$ cat config.mk
export PLATFORM = sky130hd
export DESIGN_NAME = dma_req_splitter
export DESIGN_NICKNAME = d
export VERILOG_FILES = /design/src/rtl/dmas_pkg.sv /design/src/rtl/dmas_chunk_calc.sv /design/src/rtl/dmas_be_gen.sv /design/src/rtl/dmas_seq.sv /design/src/rtl/dma_req_splitter.sv
export SDC_FILE = /design/constraint.sdc
export NUM_CORES = 1
export LEC_CHECK = 0
export ABC_AREA = 1
export BUFFER_PORTS_ARGS = -buffer_cell sky130_fd_sc_hd__buf_2
export CORE_UTILIZATION = 40
export CTS_CLUSTER_DIAMETER = 40
export DETAILED_ROUTE_END_ITERATION = 10
export PLACE_DENSITY_LB_ADDON = 0.15
export SYNTH_ARGS = -nofsm -noshare
export SYNTH_HDL_FRONTEND = slang
export SYNTH_SLANG_ARGS = --single-unit
export TNS_END_PERCENT = 10
$ cat constraint.sdc
create_clock -name clk -period 20.6 [get_ports clk]
set_input_delay 5.15 -clock clk [delete_from_list [all_inputs] [get_ports clk]]
set_output_delay 5.15 -clock clk [all_outputs]
set_load 0.02 [all_outputs]
$ cat src/rtl/dmas_pkg.sv
package dmas_pkg;
   localparam int PAGE_BYTES = 4096;
   localparam int PAGE_LOG2  = 12;
   localparam int CHUNK_W    = PAGE_LOG2 + 1;
   localparam int DW_W       = PAGE_LOG2 - 1;

   typedef enum logic [0:0] {
      ST_IDLE = 1'b0,
      ST_EMIT = 1'b1
   } dmas_state_e;

   typedef struct packed {
      logic [CHUNK_W-1:0] len;
      logic [DW_W-1:0]    dwords;
      logic [3:0]         first_be;
      logic [3:0]         last_be;
   } dmas_shape_t;
endpackage

$ cat src/rtl/dmas_chunk_calc.sv
module dmas_chunk_calc
   import dmas_pkg::*;
#(
   parameter int LEN_W  = 16,
   parameter int CODE_W = 3
) (
   input  logic [PAGE_LOG2-1:0] addr_lo,
   input  logic [LEN_W-1:0]     remaining,
   input  logic                 io_mode,
   input  logic [CODE_W-1:0]    size_code,
   output logic [CHUNK_W-1:0]   chunk_len
);
   localparam int LIM_W  = 8 + (1 << CODE_W);
   localparam int WIDE_W = (LEN_W > LIM_W) ? LEN_W : LIM_W;
   localparam int CALC_W = WIDE_W + 1;

   logic [1:0]        pad;
   logic [CALC_W-1:0] limit, limit_less_pad, to_page_end, io_cap, cap, rem_x, pick;
   logic              unused_hi;

   assign pad            = addr_lo[1:0];
   assign limit          = {{(CALC_W-8){1'b0}}, 8'd128} << size_code;
   assign limit_less_pad = limit - CALC_W'(pad);
   assign to_page_end    = CALC_W'(CHUNK_W'(PAGE_BYTES) - {1'b0, addr_lo});
   assign io_cap         = CALC_W'(3'd4 - {1'b0, pad});
   assign rem_x          = CALC_W'(remaining);

   always_comb begin
      if (io_mode)
         cap = io_cap;
      else if (limit_less_pad < to_page_end)
         cap = limit_less_pad;
      else
         cap = to_page_end;
      pick = (rem_x < cap) ? rem_x : cap;
   end

   assign chunk_len = pick[CHUNK_W-1:0];
   assign unused_hi = ^pick[CALC_W-1:CHUNK_W];
endmodule

$ cat src/rtl/dmas_be_gen.sv
module dmas_be_gen
   import dmas_pkg::*;
(
   input  logic [1:0]         pad,
   input  logic [CHUNK_W-1:0] len,
   output dmas_shape_t        shape
);
   localparam int SPAN_W = CHUNK_W + 1;

   logic [SPAN_W-1:0] span, span_up;
   logic [1:0]        end_lane;
   logic [3:0]        first_raw, last_raw;
   logic [DW_W-1:0]   dw;
   logic              unused_bits;

   assign span      = {1'b0, len} + SPAN_W'(pad);
   assign span_up   = span + SPAN_W'(3);
   assign dw        = span_up[DW_W+1:2];
   assign end_lane  = span[1:0];
   assign first_raw = 4'hF << pad;
   assign last_raw  = (end_lane == 2'd0) ? 4'hF : (4'hF >> (3'd4 - {1'b0, end_lane}));
   assign unused_bits = ^{span_up[SPAN_W-1:DW_W+2], span_up[1:0]};

   always_comb begin
      shape.len    = len;
      shape.dwords = dw;
      if (dw == DW_W'(1)) begin
         shape.first_be = first_raw & last_raw;
         shape.last_be  = 4'h0;
      end else begin
         shape.first_be = first_raw;
         shape.last_be  = last_raw;
      end
   end
endmodule

$ cat src/rtl/dmas_seq.sv
module dmas_seq
   import dmas_pkg::*;
#(
   parameter int ADDR_W = 64,
   parameter int LEN_W  = 16,
   parameter int CODE_W = 3
) (
   input  logic               clk,
   input  logic               rst_n,
   input  logic               job_valid,
   input  logic [ADDR_W-1:0]  job_addr,
   input  logic [LEN_W-1:0]   job_len,
   input  logic               job_write,
   input  logic               job_io,
   input  logic [CODE_W-1:0]  cfg_max_payload,
   input  logic [CODE_W-1:0]  cfg_max_read_req,
   input  logic               desc_ready,
   input  logic [CHUNK_W-1:0] chunk_len,
   output logic               job_ready,
   output logic               busy,
   output logic [ADDR_W-1:0]  cur_addr,
   output logic [LEN_W-1:0]   cur_rem,
   output logic               cur_write,
   output logic               cur_io,
   output logic [CODE_W-1:0]  cur_code
);
   dmas_state_e state;
   logic        take_job, take_desc, last_chunk;

   assign job_ready  = (state == ST_IDLE);
   assign busy       = (state == ST_EMIT);
   assign take_job   = job_valid && job_ready;
   assign take_desc  = busy && desc_ready;
   assign last_chunk = (cur_rem == LEN_W'(chunk_len));

   always_ff @(posedge clk) begin
      if (!rst_n) begin
         state     <= ST_IDLE;
         cur_addr  <= '0;
         cur_rem   <= '0;
         cur_write <= 1'b0;
         cur_io    <= 1'b0;
         cur_code  <= '0;
      end else if (take_job) begin
         cur_addr  <= job_addr;
         cur_rem   <= job_len;
         cur_write <= job_write;
         cur_io    <= job_io;
         cur_code  <= job_write ? cfg_max_payload : cfg_max_read_req;
         state     <= (job_len != '0) ? ST_EMIT : ST_IDLE;
      end else if (take_desc) begin
         cur_addr <= cur_addr + ADDR_W'(chunk_len);
         cur_rem  <= cur_rem - LEN_W'(chunk_len);
         if (last_chunk)
            state <= ST_IDLE;
      end
   end
endmodule

$ cat src/rtl/dma_req_splitter.sv
module dma_req_splitter
   import dmas_pkg::*;
#(
   parameter int ADDR_W = 64,
   parameter int LEN_W  = 16,
   parameter int CODE_W = 3
) (
   input  logic               clk,
   input  logic               rst_n,
   input  logic               job_valid,
   output logic               job_ready,
   input  logic [ADDR_W-1:0]  job_addr,
   input  logic [LEN_W-1:0]   job_len,
   input  logic               job_write,
   input  logic               job_io,
   input  logic [CODE_W-1:0]  cfg_max_payload,
   input  logic [CODE_W-1:0]  cfg_max_read_req,
   output logic               desc_valid,
   input  logic               desc_ready,
   output logic [ADDR_W-1:0]  desc_addr,
   output logic [CHUNK_W-1:0] desc_len,
   output logic [DW_W-1:0]    desc_dwords,
   output logic [3:0]         desc_first_be,
   output logic [3:0]         desc_last_be,
   output logic               desc_is_64,
   output logic               desc_write,
   output logic               desc_io
);
   if (ADDR_W < PAGE_LOG2 || ADDR_W > 64) begin : g_bad_addr
      $error("dma_req_splitter: ADDR_W must lie in 12..64");
   end
   if (LEN_W < CHUNK_W) begin : g_bad_len
      $error("dma_req_splitter: LEN_W must hold one full page");
   end
   if (CODE_W < 1 || CODE_W > 3) begin : g_bad_code
      $error("dma_req_splitter: CODE_W must lie in 1..3");
   end

   logic               busy;
   logic [ADDR_W-1:0]  cur_addr;
   logic [LEN_W-1:0]   cur_rem;
   logic               cur_write, cur_io;
   logic [CODE_W-1:0]  cur_code;
   logic [CHUNK_W-1:0] chunk_len;
   dmas_shape_t        shape;

   dmas_seq #(.ADDR_W(ADDR_W), .LEN_W(LEN_W), .CODE_W(CODE_W)) u_seq (
      .clk              (clk),
      .rst_n            (rst_n),
      .job_valid        (job_valid),
      .job_addr         (job_addr),
      .job_len          (job_len),
      .job_write        (job_write),
      .job_io           (job_io),
      .cfg_max_payload  (cfg_max_payload),
      .cfg_max_read_req (cfg_max_read_req),
      .desc_ready       (desc_ready),
      .chunk_len        (chunk_len),
      .job_ready        (job_ready),
      .busy             (busy),
      .cur_addr         (cur_addr),
      .cur_rem          (cur_rem),
      .cur_write        (cur_write),
      .cur_io           (cur_io),
      .cur_code         (cur_code)
   );

   dmas_chunk_calc #(.LEN_W(LEN_W), .CODE_W(CODE_W)) u_calc (
      .addr_lo   (cur_addr[PAGE_LOG2-1:0]),
      .remaining (cur_rem),
      .io_mode   (cur_io),
      .size_code (cur_code),
      .chunk_len (chunk_len)
   );

   dmas_be_gen u_be (
      .pad   (cur_addr[1:0]),
      .len   (chunk_len),
      .shape (shape)
   );

   if (ADDR_W > 32) begin : g_wide
      assign desc_is_64 = |cur_addr[ADDR_W-1:32];
   end else begin : g_narrow
      assign desc_is_64 = 1'b0;
   end

   assign desc_valid    = busy;
   assign desc_addr     = cur_addr;
   assign desc_len      = shape.len;
   assign desc_dwords   = shape.dwords;
   assign desc_first_be = shape.first_be;
   assign desc_last_be  = shape.last_be;
   assign desc_write    = cur_write;
   assign desc_io       = cur_io;
endmodule

### Word-level counts from Yosys, hierarchy flattened

Cells that the tools add are included.
Widths: inputs -> output; s select.

* shifts and indexed selects: 3
* multiplexer cells: 14
* reductions and logical operators: 8
* order comparisons: 2
* bitwise logic cells: 2
* add/subtract/negate cells: 8
* equal/unequal tests: 2

Operators with widths (count)
* $mux 64: 2
* $add 64x13->64: 1
* $mux 17: 2
* $mux 16: 2
* $reduce_or 32->1: 1
* $lt 16x17->1: 1
* $lt 17x17->1: 1
* $shl 8x3->17 const A: 1
* $sub 17x2->17: 1
* $eq 16x13->1: 1
* $reduce_bool 16->1: 1
* $sub 16x13->16: 1
* $sub 13x12->14 const A: 1
* $add 13x2->13: 1
* $add 13x2->13 const B: 1
* $mux 13: 1
* $eq 11x1->1 const B: 1
* $mux 8: 1
* $and 4x4->4: 1
* $mux 1: 4
* $mux 4: 1
* $reduce_bool 2->1: 2
* $shl 4x2->4 const A: 1
* $shr 4x3->4 const A: 1
* 7 further kinds: 8

* word-level logic and storage cells: 45
* bits of input ports: 92
* bits in registers: 86

### Logic depth before layout (Yosys ltp)

Gate-level depths: netlist (run 1).

* depth in word-level cells: 13
* gate-level depth with buffers: 53
* depth with buffers taken out: 52

### Cells and area by module

A second synthesis (run 1) with hierarchy kept.

* cell total of the unflattened synthesis: 1809
* area total of the unflattened synthesis: 10192.3 um2

Modules (own cells, without submodules)
* dmas_seq: area an instance 7448.4 um2, times used 1, cells each 1300
* dmas_chunk_calc: area an instance 1462.7 um2, times used 1, cells each 270
* dmas_be_gen: area an instance 1102.3 um2, times used 1, cells each 194
* dma_req_splitter: area an instance 178.9 um2, times used 1, cells each 45

### Worst setup path before layout (run 1)

OpenSTA, ideal clock, no wires.

* path kind: register -> output
* start point: register u_seq.cur_addr[1]
* end point: output port desc_last_be[1]
* required time: 15450 ps
* setup slack: 8474 ps
* cell stages (with the launch flop): 44
* arrival time: 6976 ps
* path buffers: 3
* path through: dfxtp_1 inv_1 ha_1 buf_2 nand2_1 inv_1 o21ai_0 inv_1 ha_1 nand2_1 inv_1 nand3_1 nor2_4 nand2_4 nand3_4 buf_6 inv_2 a21oi_1 [8 not listed] nand2_1 nand3_2 buf_2 o21ai_0 ha_1 inv_1 fa_1 ha_1 nand3b_1 nor2_4 nand2_1 nor2_1 nand2_1 nand2_1 nor2_1 nand3_2 nor2_4 a21oi_1

* elaborated cells on any way between the ends: 16
* classes of those cells: 6 x add/sub; 2 x order compare; 1 x eq/ne; 1 x shift; 5 x mux; 1 x reduce/logical

RTL lines
* start: declaration: line dmas_seq.sv:21 `output logic [ADDR_W-1:0] cur_addr,`
* start signal: assignment: line dmas_seq.sv:45 `cur_addr <= job_addr;`
* start signal: assignment: line dmas_seq.sv:52 `cur_addr <= cur_addr + ADDR_W'(chunk_len);`
* $sub 17x2->17 or $sub 13x12->14 (tied branches): line dmas_chunk_calc.sv:23, dmas_chunk_calc.sv:24
* $lt 17x17->1: line dmas_chunk_calc.sv:31 `else if (limit_less_pad < to_page_end)`
* $mux 17: line dmas_chunk_calc.sv:31
* $mux 17 (*): line dmas_chunk_calc.sv:29 `if (io_mode)`
* $lt 16x17->1: line dmas_chunk_calc.sv:35 `pick = (rem_x < cap) ? rem_x : cap;`
* $mux 13 (*): line dmas_chunk_calc.sv:35
* net desc_len[0]: line dma_req_splitter.sv:21 `output logic [CHUNK_W-1:0] desc_len,`
* $add 13x2->13 (*): line dmas_be_gen.sv:16 `assign span = {1'b0, len} + SPAN_W'(pad);`
* $add 13x2->13 (*): line dmas_be_gen.sv:17 `assign span_up = span + SPAN_W'(3);`
* net desc_dwords[4]: line dma_req_splitter.sv:22 `output logic [DW_W-1:0] desc_dwords,`
* $eq 11x1->1 (*): line dmas_be_gen.sv:27 `if (dw == DW_W'(1)) begin`
* $mux 8 (*): line dmas_be_gen.sv:27
* end: declaration: line dma_req_splitter.sv:24 `output logic [3:0] desc_last_be,`

The timed path passes the listed nets; every way through them passes the cells marked *.

### Worst setup path after layout (run 1)

* start point: register u_seq.cur_addr[1]
* end point: output port desc_first_be[1]

* longest elaborated chain between the ends: 12
* elaborated cells on any way between the ends: 18
* classes of those cells: 6 x add/sub; 2 x order compare; 1 x eq/ne; 2 x shift; 5 x mux; 1 x bitwise; 1 x reduce/logical

RTL lines
* branches (longest 11 deep; another with $sub 17x2->17)
* $mux 8 (*): line dmas_be_gen.sv:27
* end: declaration: line dma_req_splitter.sv:23 `output logic [3:0] desc_first_be,`

Mark *: on every way between the ends.

==> reports/results.md, run 1 <==
| Metric | This run |
|---|---|
| CTS hold repair buffers | 0 |
| Die Y-Extent | 148 microns |
| Worst ir drop on vdd | 0.0000461 V |
| Count of synthesis-stage warnings from yosys | 0 |
| H-tree lvl count | 3 |
| Sum of overflow across all layers after global routing | 0 |
| CP top delay family | simple AND/OR/NAND/NOR gates |
| Most numerous cell in the Yosys netlist | nand2_1 |
| Number of clock buffers inserted by TritonCTS | 9 |
| Hold path cells | 2 |
| Critical path startpoint category | flop |
| Row count | 53 |
| Fmax | 77.6 MHz |
| Library cell with the largest summed area after synthesis | dfxtp_1 |
| Min-delay worst type | flop to flop |
| Total power per unit cell area | 76.2 mW/mm^2 |
| Leakage power summed over all cells | 4.66 nW |
| Setup crit end kind | output port |
| Number of placed cells counting well taps | 1836 |
| Synth Flop Type | dfxtp_1 |
| Worst-case reg-to-reg path depth | 40 |
| Share of the core filled with cells in the final layout | 0.477 |
| Post-synthesis instance total | 1404 |
| Unrepaired setup endpoints after global routing | no |
| CP dominant cell by count | nand2_1 |
| Final critical delay including setup and external delays | 12.89 ns |
| Clock tree from TritonCTS | built |
| Post-detailed-route wirelength per cell | 15.6 microns |
| # port buffers | 192 |
| Clk pin slew, worst setup/hold paths | 0.07 ns |
| WP data required | 15.45 ns |
| Async S/R FF share, synth | 0 |
| Final hold violations | 0 |
| Width of the chip | 148 microns |
| Final period utilization | 0.626 |
| Area share of the leading cell type in the synthesized netlist | 0.201 |
| Worst-case headroom to the max-slew limit | 0.204 |
| Setup skew after layout | 0.00805 ns |
| Nets | 1724 |
| Critical-path top delay cell | ha_1 |
| Pin count of the biggest net entering global routing | 80 |
| Clock Root Buffer | clkbuf_16 |
| Post-cts resize count | 0 |
| Number of enable-type register cells in the synthesized netlist | 0 |
| Unique cell type count in the Yosys netlist | 46 |
| Bufs on Longest Clock Path | 2 |
| Number of placed I/O pins | 193 |
| Antenna violations before repair | 2 |
| Post-detailed-routing wire length | 28.9 mm |
| WP data arrival | 7.74 ns |
| Number of sinks handled by clock tree synthesis | 86 |
| Global-route total usage across every layer | 0.263 |
| Top area cells in the synthesized netlist | dfxtp_1 (20%), nand2_1 (17%), ha_1 (8.5%) |
| Post-synth top cells | nand2_1 (387), inv_1 (163), nor2_1 (117) |
| Fill cell instance count of the final layout | 2269 |
| Post-synthesis sequential area ratio | 0.201 |
| Weighted congestion at the end of routability-driven global placement | 0.974 |
| Setup total negative slack | 0 ns |
| Highest cell delay on the worst timing path | 0.59 ns |
| Number of pins with negative max-slew slack in the final report | 0 |
| Area growth from synthesis to layout | 17.1% |
| Run status | finished, final reports clean |
| Number of setup violations in the final report | 0 |
| Area of the mapped netlist | 0.00857 sq mm |
| Antenna-violating nets left | 0 |
| HPWL reported at the end of detailed placement | 22.1 mm |
| Clock latency at the later pin of the worst-skew pair | 0.35 ns |
| Syn_area_per_cell | 6.10 sq um |
| Die Area | 0.0220 sq mm |
| Number of iterations in the first detailed-routing pass | 7 |
| FF+latch count, synth | 86 |
| Setup Crit Path Kind | flop to output port |
| Wire length of the first global-routing pass | 45.9 mm |
| Number of design rule violations left after detail routing | 0 |
| Number of vias per cell | 5.32 |
| Slew at the pin with the worst max-slew slack | 1.18 ns |
| Initial core utilization | 0.407 |
| Number of vias in the routed layout | 9850 |
| Placeable Area | 0.0210 sq mm |
| Post-CTS Setup Bufs | 0 |
| Via count of the first global-routing pass | 8887 |
| Maximum fanout along the worst path | 17 |
| Post-route worst hold slack | 0.500 ns |
| Number of gates on the worst path with buffers counted | 41 |
| Violation count after the first detailed-routing iteration | 598 |
| Fraction of layout instances using a drive strength above 1 | 0.184 |
| Max cap viols | 0 |
| Buffers and inverters on the worst path | 7 |
| Final standard cell count with taps included and fillers excluded | 1852 |
## where the power goes
group          total (W)  switching [W]  internal [W]
logic           0.000402       0.000269      0.000133
registers       0.000203      0.0000224      0.000181
clock network   0.000159      0.0000741     0.0000852
total           0.000764       0.000366      0.000399
## per-stage QoR
| step | setup slack (ns) | area, sq um | total power, W |
|---|---|---|---|
| floorplan | 8.47 | 8570 | 0.000494 |
| global placement | 8.40 | 9750 | 0.000604 |
| detailed placement | 8.11 | 9750 | 0.000606 |
| CTS | 7.71 | 10000 | 0.000766 |
| global route | 6.89 | 10000 | 0.000824 |
| finish | 7.71 | 10000 | 0.000764 |
## final timing paths
| kind | startpoint | endpoint | slack (ns) |
|---|---|---|---|
| worst min register to register | u_seq.cur_addr[31] | u_seq.cur_addr[31] | 0.50 |
| worst max register to register | u_seq.cur_addr[1] | u_seq.cur_addr[62] | 12.12 |
| worst min-delay path | u_seq.cur_addr[31] | u_seq.cur_addr[31] | 0.50 |
| worst max-delay path | u_seq.cur_addr[1] | desc_first_be[1] | 7.71 |
## logic make-up after synthesis
kind of cell,synth area share
XOR/XNOR,0.0399
other,0.000438
buffers and inverters,0.0985
flip-flops,0.201
AO/OA/AOI/OAI,0.159
AND/OR/NAND/NOR,0.411
adder cells (fa/ha/maj),0.0894
## layout make-up
type	count	area (sq um)	area share
Clock inverter	4	33.8	0.00337
Inverter	177	667	0.0665
Clock buffer	11	243	0.0242
Sequential cell	86	1720	0.172
Timing Repair Buffer	198	1010	0.100
Multi-Input combinational cell	1100	6020	0.600
Tap cell	275	344	0.0343
Antenna cell	1	2.50	0.000249
## state kept, by name, indices dropped and copies added, names as in the netlist
name,count
u_seq.cur_addr,64
u_seq.cur_rem,16
u_seq.cur_code,3
u_seq.busy,1
u_seq.cur_io,1
u_seq.cur_write,1
## worst reg2reg max path: cells and delay by family, from the launching register on
family,cells,cell delay [ns]
AND/OR/NAND/NOR,20,3.30
adder cells (fa/ha/maj),6,2.17
AO/OA/AOI/OAI,6,1.58
buffers and inverters,7,0.78
flip-flops,1,0.37
XOR/XNOR,1,0.18
## layer usage
| metal | track usage | vias to the layer above | wire [microns] |
|---|---|---|---|
| li1 | - | 5046 | - |
| met1 | 0.353 | 4443 | 13000 |
| met2 | 0.434 | 310 | 13300 |
| met3 | 0.0304 | 49 | 1790 |
| met4 | 0.0954 | 2 | 784 |
| met5 | 0 | - | 11 |
## placed cells by master, fill, tap and decap left out, types with 8 or more instances in the layout
cell type  instances
o21ai_0           79
nor2_2             8
inv_1            162
nand2_2           21
o211ai_1           8
nor2_1           116
inv_2              9
nor4_1            24
xnor2_1            9
dfxtp_1           86
a21oi_1           87
buf_2            192
nand4_1           42
nand2_4           11
a31oi_1           44
nand3_1           84
nand2_1          387
ha_1              58
a221oi_1           8
clkbuf_16          9
nor3_1            32
xor2_1            30
nor2_4             8
nand3_2            8
Note: power is estimated with default switching activity, not from simulation.
==> inputs of run 2 (changes only) <==
Clock period 20.6 ns to 11.79 ns, I/O delays scaled along.
==> run 2 against run 1 <==
Global-route usage shrank 0.082 points. Worst setup slack lost 6.5 ns. Via count fell by 0.72%. Worst hold slack got worse by 0.013 ns. Combinational power rose by 74%. Critical path type unchanged. Highest routed layer unchanged.
==> reports/results.md, run 2 (synthesized netlist as in run 1, its figures left out) <==
| Metric | This run |
|---|---|
| Wire length of the first global-routing pass | 45.7 mm |
| Pin count of the biggest net entering global routing | 80 |
| Clock tree from TritonCTS | built |
| WP data required | 8.84 ns |
| Die Y-Extent | 148 microns |
| Max reg flops | 64 |
| Slew at the pin with the worst max-slew slack | 1.16 ns |
| H-tree lvl count | 3 |
| Critical path destination | desc_first_be[2] |
| Antenna-violating nets left | 0 |
| Leakage power summed over all cells | 4.67 nW |
| Die Area | 0.0220 sq mm |
| Sum of overflow across all layers after global routing | 0 |
| Post-route worst hold slack | 0.488 ns |
| Final period utilization | 0.900 |
| Number of setup violations in the final report | 0 |
| Critical path startpoint category | flop |
| Crit Reg-Reg Endpoint | u_seq.cur_addr[54] |
| Worst ir drop on vdd | 0.0000824 V |
| Setup skew after layout | 0.00808 ns |
| CTS hold repair buffers | 0 |
| Hold path cells | 2 |
| Number of design rule violations left after detail routing | 0 |
| HPWL reported at the end of detailed placement | 21.9 mm |
| Maximum fanout along the worst path | 17 |
| Registers with the most flip-flops | u_seq.cur_addr x64, u_seq.cur_rem x16, u_seq.cur_code x3 |
| Met1 track utilization from global routing | 0.348 |
| Clock Root Buffer | clkbuf_16 |
| Fraction of layout instances using a drive strength above 1 | 0.183 |
| Max cap viols | 0 |
| Setup total negative slack | 0 ns |
| Run status | finished, final reports clean |
| Antenna violations before repair | 2 |
| Final hold violations | 0 |
| Nets | 1724 |
| Clock latency at the later pin of the worst-skew pair | 0.35 ns |
| Post-route total power | 0.00135 W |
| Setup crit end kind | output port |
| Number of pins with negative max-slew slack in the final report | 0 |
| Final critical delay including setup and external delays | 10.61 ns |
| Number of iterations in the first detailed-routing pass | 5 |
| # port buffers | 192 |
| Post-cts resize count | 0 |
| Weighted congestion at the end of routability-driven global placement | 0.974 |
| Most common cell after layout, fill and taps aside | nand2_1 |
| Clk pin slew, worst setup/hold paths | 0.07 ns |
| Min-delay worst type | flop to flop |
| CP dominant cell by count | nand2_1 |
| WP data arrival | 7.67 ns |
| Total power per unit cell area | 134 mW/mm^2 |
| Global-route total usage across every layer | 0.263 |
| Row count | 53 |
| Post-place instance area | 0.00975 sq mm |
| Final standard cell area without fillers | 0.0100 sq mm |
| Setup Crit Path Kind | flop to output port |
| Initial core utilization | 0.407 |
| Unrepaired setup endpoints after global routing | no |
| Area growth from synthesis to layout | 17.3% |
| Fmax | 94.2 MHz |
| Origin of the worst setup path | u_seq.cur_addr[1] |
| Number of clock buffers inserted by TritonCTS | 9 |
| R2r startpoint | u_seq.cur_addr[1] |
| Via count of the first global-routing pass | 8858 |
| Largest Register | u_seq.cur_addr |
| Highest cell delay on the worst timing path | 0.59 ns |
| Post-CTS Setup Bufs | 0 |
| Number of placed I/O pins | 193 |
| Most frequent cells in the layout | nand2_1 (387), buf_2 (192), inv_1 (162) |
| Number of sinks handled by clock tree synthesis | 86 |
| Routing layer with the top usage in global route | met2 |
| Violation count after the first detailed-routing iteration | 613 |
| Post-detailed-routing wire length | 28.6 mm |
| Critical-path top delay cell | ha_1 |
| Number of vias per cell | 5.28 |
| Width of the chip | 148 microns |
| Worst-case headroom to the max-slew limit | 0.222 |
| R2r setup slk | 3.41 ns |
| Post-detailed-route wirelength per cell | 15.4 microns |
| Placeable Area | 0.0210 sq mm |
| Met3 Usage GRT | 0.0393 |
| Worst-case reg-to-reg path depth | 40 |
| Bufs on Longest Clock Path | 2 |
| Met2 usage in global routing | 0.437 |
| Number of vias in the routed layout | 9779 |
## run 2: changes by cell type in the layout (fill, tap and decap cells not counted), sizes merged
cell      delta
clkinvlp     -1
inv          +2
clkinv       -2
bufinv       +1
## run 2: cell type report
| cell class | instances | area [sq um] |
|---|---|---|
| Antenna cell | 1 | 2.50 |
| Clock inverter | 4 | 56.3 |
| Clock buffer | 11 | 233 |
| Tap cell | 275 | 344 |
| Multi-Input combinational cell | 1100 | 6020 |
| Fill cell | 2260 | 11000 |
| Timing Repair Buffer | 198 | 1010 |
| Inverter | 177 | 667 |
| Sequential cell | 86 | 1720 |
## run 2: worst min path at each step
| stage | from | end | slack [ns] |
|---|---|---|---|
| final | u_seq.cur_addr[31] | u_seq.cur_addr[31] | 0.49 |
| after global routing | u_seq.cur_addr[31] | u_seq.cur_addr[31] | 0.50 |
| after CTS | u_seq.cur_addr[31] | u_seq.cur_addr[31] | 0.49 |
| after detailed placement | u_seq.cur_addr[31] | u_seq.cur_addr[31] | 0.48 |
| after global placement | u_seq.cur_addr[31] | u_seq.cur_addr[31] | 0.47 |
| after floorplan | u_seq.cur_rem[0] | u_seq.cur_rem[0] | 0.47 |
## run 2: power breakdown
part | leakage, nW | total (W) | internal [W] | switching, W
clock network | 0.141 | 0.000294 | 0.000166 | 0.000129
logic | 3.82 | 0.000701 | 0.000232 | 0.000468
registers | 0.707 | 0.000354 | 0.000315 | 0.0000387
total | 4.67 | 0.00135 | 0.000713 | 0.000636
## run 2: per-layer routing
metal | up-vias | routed length [microns]
li1 | 5034 | -
met5 | - | 11
met2 | 346 | 13200
met3 | 33 | 2080
met4 | 2 | 562
met1 | 4364 | 12800
## run 2: critical path, delay by kind of cell (launching register included)
kind / cells / cell delay (ns)
AND/OR/NAND/NOR: 24 / 2.71
adder cells (fa/ha/maj): 7 / 2.51
buffers and inverters: 7 / 0.77
AO/OA/AOI/OAI: 2 / 0.72
flip-flops: 1 / 0.37
XOR/XNOR: 1 / 0.19
## run 2: stage by stage
| step | worst slack, ns | util | std cells |
|---|---|---|---|
| after floorplan | 1.87 | - | 1406 |
| after global placement | 1.79 | 0.464 | 1836 |
| after detailed placement | 1.55 | 0.464 | 1836 |
| after CTS | 1.17 | 0.478 | 1851 |
| after global routing | 0.355 | 0.478 | 1851 |
| final | 1.18 | 0.478 | 1852 |
